`config.mk`:
```
export PLATFORM = sky130hd
export DESIGN_NAME = freq_slew_limiter
export DESIGN_NICKNAME = d
export VERILOG_FILES = /design/src/rtl/slew_pkg.sv /design/src/rtl/slew_cfg_reg.sv /design/src/rtl/slew_step_calc.sv /design/src/rtl/freq_slew_limiter.sv
export SDC_FILE = /design/constraint.sdc
export NUM_CORES = 1
export LEC_CHECK = 0
export BUFFER_PORTS_ARGS = -buffer_cell sky130_fd_sc_hd__buf_4
export CAP_MARGIN = 0
export CORE_MARGIN = 2
export CORE_UTILIZATION = 45
export DETAILED_ROUTE_END_ITERATION = 8
export PLACE_DENSITY_LB_ADDON = 0.2
export SETUP_SLACK_MARGIN = 0.15
export SLEW_MARGIN = 20
export SYNTH_ARGS = -nofsm -noshare
export SYNTH_HDL_FRONTEND = slang
export SYNTH_SLANG_ARGS = --single-unit
export TNS_END_PERCENT = 30
```
`constraint.sdc`:
```
create_clock -name clk -period 9.55 [get_ports clk]
set_input_delay 0.955 -clock clk [delete_from_list [all_inputs] [get_ports clk]]
set_output_delay 0.955 -clock clk [all_outputs]
set_load 0.01 [all_outputs]
```
`src/rtl/slew_pkg.sv`:
```
package slew_pkg;

    // Which value the limiter selects for an accepted word
    typedef enum logic [1:0] {
        SEL_PASS  = 2'd0,
        SEL_RAISE = 2'd1,
        SEL_LOWER = 2'd2
    } slew_sel_e;

endpackage

```
`src/rtl/slew_cfg_reg.sv`:
```
module slew_cfg_reg #(
    parameter int WORD_W = 48
) (
    input  logic              clk,
    input  logic              rst_n,
    input  logic              wr,
    input  logic              enable_in,
    input  logic [WORD_W-1:0] step_in,
    output logic              enable_q,
    output logic [WORD_W-1:0] step_q
);

    typedef struct packed {
        logic              enable;
        logic [WORD_W-1:0] step;
    } cfg_t;

    cfg_t cfg_d, cfg_q;

    always_comb begin
        cfg_d = cfg_q;
        if (wr) begin
            cfg_d.enable = enable_in;
            cfg_d.step   = step_in;
        end
    end

    always_ff @(posedge clk or negedge rst_n) begin
        if (!rst_n) begin
            cfg_q <= '0;
        end else begin
            cfg_q <= cfg_d;
        end
    end

    assign enable_q = cfg_q.enable;
    assign step_q   = cfg_q.step;


    cfg_load_chk: assert property (@(posedge clk) disable iff (!rst_n)
        wr |=> (enable_q == $past(enable_in)) && (step_q == $past(step_in)));


    cfg_keep_chk: assert property (@(posedge clk) disable iff (!rst_n)
        !wr |=> $stable(enable_q) && $stable(step_q));

endmodule

```
`src/rtl/slew_step_calc.sv`:
```
module slew_step_calc
    import slew_pkg::*;
#(
    parameter int WORD_W = 48
) (
    input  logic              enable,
    input  logic [WORD_W-1:0] step,
    input  logic [WORD_W-1:0] in_word,
    input  logic [WORD_W-1:0] last_word,
    output logic [WORD_W-1:0] next_word,
    output slew_sel_e         sel
);

    localparam int EXT_W = WORD_W + 1;

    logic signed [EXT_W-1:0] diff;
    logic signed [EXT_W-1:0] step_pos;
    logic signed [EXT_W-1:0] step_neg;

    always_comb begin
        diff     = $signed({1'b0, in_word}) - $signed({1'b0, last_word});
        step_pos = $signed({1'b0, step});
        step_neg = -step_pos;

        sel = SEL_PASS;
        if (enable) begin
            if (diff > step_pos) begin
                sel = SEL_RAISE;
            end else if (diff < step_neg) begin
                sel = SEL_LOWER;
            end
        end

        unique case (sel)
            SEL_RAISE: next_word = last_word + step;
            SEL_LOWER: next_word = last_word - step;
            default:   next_word = in_word;
        endcase
    end

endmodule

```
`src/rtl/freq_slew_limiter.sv`:
```
module freq_slew_limiter
    import slew_pkg::*;
#(
    parameter int WORD_W = 48
) (
    input  logic              clk,
    input  logic              rst_n,
    input  logic              cfg_wr,
    input  logic              cfg_enable,
    input  logic [WORD_W-1:0] cfg_step,
    input  logic              in_valid,
    input  logic [WORD_W-1:0] in_word,
    output logic              out_valid,
    output logic [WORD_W-1:0] out_word
);

    typedef struct packed {
        logic              valid;
        logic [WORD_W-1:0] word;
    } state_t;

    state_t st_d, st_q;

    logic              en_q;
    logic [WORD_W-1:0] step_q;
    logic [WORD_W-1:0] calc_word;
    slew_sel_e         calc_sel;

    slew_cfg_reg #(.WORD_W(WORD_W)) u_cfg (
        .clk       (clk),
        .rst_n     (rst_n),
        .wr        (cfg_wr),
        .enable_in (cfg_enable),
        .step_in   (cfg_step),
        .enable_q  (en_q),
        .step_q    (step_q)
    );

    slew_step_calc #(.WORD_W(WORD_W)) u_calc (
        .enable    (en_q),
        .step      (step_q),
        .in_word   (in_word),
        .last_word (st_q.word),
        .next_word (calc_word),
        .sel       (calc_sel)
    );

    always_comb begin
        st_d       = st_q;
        st_d.valid = in_valid;
        if (in_valid) begin
            st_d.word = calc_word;
        end
    end

    always_ff @(posedge clk or negedge rst_n) begin
        if (!rst_n) begin
            st_q <= '0;
        end else begin
            st_q <= st_d;
        end
    end

    assign out_valid = st_q.valid;
    assign out_word  = st_q.word;


    valid_lag_chk: assert property (@(posedge clk) disable iff (!rst_n)
        in_valid |=> out_valid);


    valid_idle_chk: assert property (@(posedge clk) disable iff (!rst_n)
        !in_valid |=> !out_valid);


    passthru_chk: assert property (@(posedge clk) disable iff (!rst_n)
        (in_valid && !en_q) |=> (out_word == $past(in_word)));


    freeze_chk: assert property (@(posedge clk) disable iff (!rst_n)
        (in_valid && en_q && (step_q == '0)) |=> $stable(out_word));


    hold_chk: assert property (@(posedge clk) disable iff (!rst_n)
        !in_valid |=> $stable(out_word));


    step_bound_chk: assert property (@(posedge clk) disable iff (!rst_n)
        (in_valid && en_q) |=>
            ((out_word >= $past(out_word)) ? ((out_word - $past(out_word)) <= $past(step_q))
                                           : (($past(out_word) - out_word) <= $past(step_q))));

endmodule

```
==> flow_metrics.env <==
export IMPL_clock_fmax_mhz=111
export IMPL_syn_nets=1939
export IMPL_synth_area_um2=12700
export IMPL_final_common_cell="nand2_1"
export IMPL_rows=61
export IMPL_yosys_area_share_adder_pct=19.4
export IMPL_fin_nets=2076
export IMPL_dp_worst_setup_slack_ps=-770
export IMPL_multiInputGateArea_um2=9790
export IMPL_drt_total_wl_mm=40.2
export IMPL_layout_setup_ws_ps=519
export IMPL_syn_avg_cell_area_um2=7.71
export IMPL_clkLatencyLatePin_ps=370
export IMPL_place_congestion=0.951
export IMPL_finalWorstPathRequiredPeriod_ps=9030
export IMPL_cp_max_fo=7
export IMPL_die_w_um=172
export IMPL_grt_total_usage_pct=27.1
export IMPL_ys_warn_count=0
export IMPL_critPathCaptureType="flop"
export IMPL_synthMuxAreaShare_pct=0.968
export IMPL_finClkSkew_ps=6.43
export IMPL_period_share_pct=94.6
export IMPL_cts_buffers=9
export IMPL_async_flop_share_pct=100
export IMPL_cts_hold_buffers_added=0
export IMPL_drtPass1Iterations=6
export IMPL_arrival_ps=9320
export IMPL_hpwlAfterDp_mm=32.3
export IMPL_cts_tree="built"
export IMPL_drtAntennaViolNets=0
export IMPL_antenna_found_initial=0
export IMPL_worst_setup_path_type="in2reg"
export IMPL_route_detailed_drc=0
export IMPL_yosysUniqueCellTypes=74
export IMPL_ys_ff_latch=98
export IMPL_start_util_pct=45.6
export IMPL_place_port_buffers=149
export IMPL_grt_max_degree=82
export IMPL_drv_cap=0
export IMPL_worst_path_largest_cell_delay_ps=460
export IMPL_synth_top_family_by_area="compound AO/OA/AOI/OAI gates"
export IMPL_die_y_um=172
export IMPL_rsz0062_at_grt="yes"
export IMPL_grt_pass1_vias=11600
export IMPL_required_ps=9840
export IMPL_finalSetupViolCount=0
export IMPL_drive_gt1_share_pct=13.7
export IMPL_synth_top_flop_cell="dfrtp_1"
export IMPL_vias=12400
export IMPL_clk_path_buf_depth=2
export IMPL_fillers=2787
export IMPL_clockRootBuffer="clkbuf_16"
export IMPL_tritoncts_num_sinks=98
export IMPL_grt_ovfl_total=0
export IMPL_cts_max_level=3
export IMPL_hold_path_class="reg2reg"
export IMPL_clk_pin_slew_ps=80
export IMPL_netlist_instances=1643
export IMPL_diodes=0
export IMPL_startpoint_type="primary input"
export IMPL_synthSimpleGateAreaFrac_pct=19.0
export IMPL_area_growth_syn_to_layout_pct=16.6
export IMPL_crit_slowest_cell="o211ai_1"
export IMPL_worstMarginPinSlew_ps=896
export IMPL_die_area_um2=29500
export IMPL_grt_pass1_wl_mm=62.4
export IMPL_via_per_inst=5.71
export IMPL_synthXorXnorAreaFrac_pct=12.1
export IMPL_slew_violations=0
export IMPL_drt_iter0_drc=969
export IMPL_seq_area_um2=2450
export IMPL_synth_edf_count=0
export IMPL_most_common_layout_cells="192 x nand2_1, 190 x ha_1, 174 x buf_4"
export IMPL_ys_seq_area_share_pct=19.4
export IMPL_outcome="completed"
export IMPL_slew_limit_headroom_pct=40.2
export IMPL_synth_compound_area_share_pct=24.2
export IMPL_hold_viol_final=0
export IMPL_core_area_um2=27800
export IMPL_wl_per_cell_um=18.6
export IMPL_ios=150
## per-layer routing
metal  up-vias  routed length [µm]  GRT usage, %  share of wire (%)
met2       331               19100          45.7                 47
li1       6112                   -             -                  -
met5         -                   0             0                  0
met4         0                 684          6.72                1.7
met3        39                1880          2.55                4.7
met1      5873               18500          37.3                 46
## sequential cells by signal, indices dropped and copies added (netlist names)
register,flops
out_valid,1
out_word,48
u_cfg.step_q,48
u_cfg.enable_q,1
## worst paths after layout
check | start | to | slack, ps | cells past startpoint
max | in_word[8] | out_word[41]$_DFFE_PN0P_ | 520 | 36
min | u_cfg.enable_q$_DFFE_PN0P_ | u_cfg.enable_q$_DFFE_PN0P_ | 540 | 1
max reg2reg | out_word[16]$_DFFE_PN0P_ | out_word[41]$_DFFE_PN0P_ | 720 | 37
min reg2reg | u_cfg.enable_q$_DFFE_PN0P_ | u_cfg.enable_q$_DFFE_PN0P_ | 540 | 1
max in group asynchronous | rst_n | out_word[20]$_DFFE_PN0P_ | 7760 | 2
min in group asynchronous | rst_n | out_word[0]$_DFFE_PN0P_ | 610 | 1
## through the flow
step	utilization (%)	setup TNS [ps]	hold slack, ps	instance area (µm²)	cells
after floorplan	-	0	495	12700	1643
after global placement	51.1	-5330	516	14200	2138
after detailed placement	51.1	-11160	519	14200	2138
after CTS	52.2	0	539	14500	2154
after global routing	53.1	0	583	14800	2163
final	53.1	0	540	14800	2163
## synthesized netlist by cell type (18+ instances only)
cell | n | area share (%)
clkbuf_1 | 41 | 1.2
o21ai_1 | 18 | 0.71
xor2_1 | 36 | 2.5
nand2_1 | 192 | 5.7
ha_1 | 193 | 19
nor2b_1 | 27 | 1.3
nand3_1 | 28 | 1.1
xnor2_1 | 139 | 9.6
o21ai_0 | 146 | 5.8
inv_1 | 117 | 3.5
o21bai_1 | 18 | 1.1
nor2_1 | 111 | 3.3
dfrtp_1 | 98 | 19
nand4_1 | 35 | 1.7
a21o_1 | 74 | 4.4
nor3_1 | 22 | 0.87
a21oi_1 | 139 | 5.5
## critical path, delay by kind of cell
family / cells / cell delay (ps)
xor gates and xnor gates: 3 / 410
adders and majority gates: 4 / 1240
AOI/OAI and AO/OA: 17 / 3770
and+or+nand+nor: 7 / 2200
buffers and inverters: 4 / 630
muxes: 1 / 90
## cell families after synthesis
kind of cell / count (synthesis)
buffers and inverters: 166
xor gates and xnor gates: 175
adders and majority gates: 195
DFF: 98
AOI/OAI and AO/OA: 503
and+or+nand+nor: 494
muxes: 12
## cell type report
class / instances / area share [%]
clock buffers: 12 / 1.67
clock inverters: 4 / 0.237
inverters: 117 / 2.97
multi-input cells: 1379 / 66.3
flip-flops and latches: 98 / 16.6
well taps: 378 / 3.20
repair buffers: 175 / 8.98
## repair_timing
action,CTS,global route
pin swaps,0,11
setup endpoints to repair,20,33
setup buffers,0,9
gates resized for setup,4,39
hold endpoints to repair,0,0
Power is not shown: default switching activity piles up to over one toggle a cycle in this logic, so the estimate is an artifact.
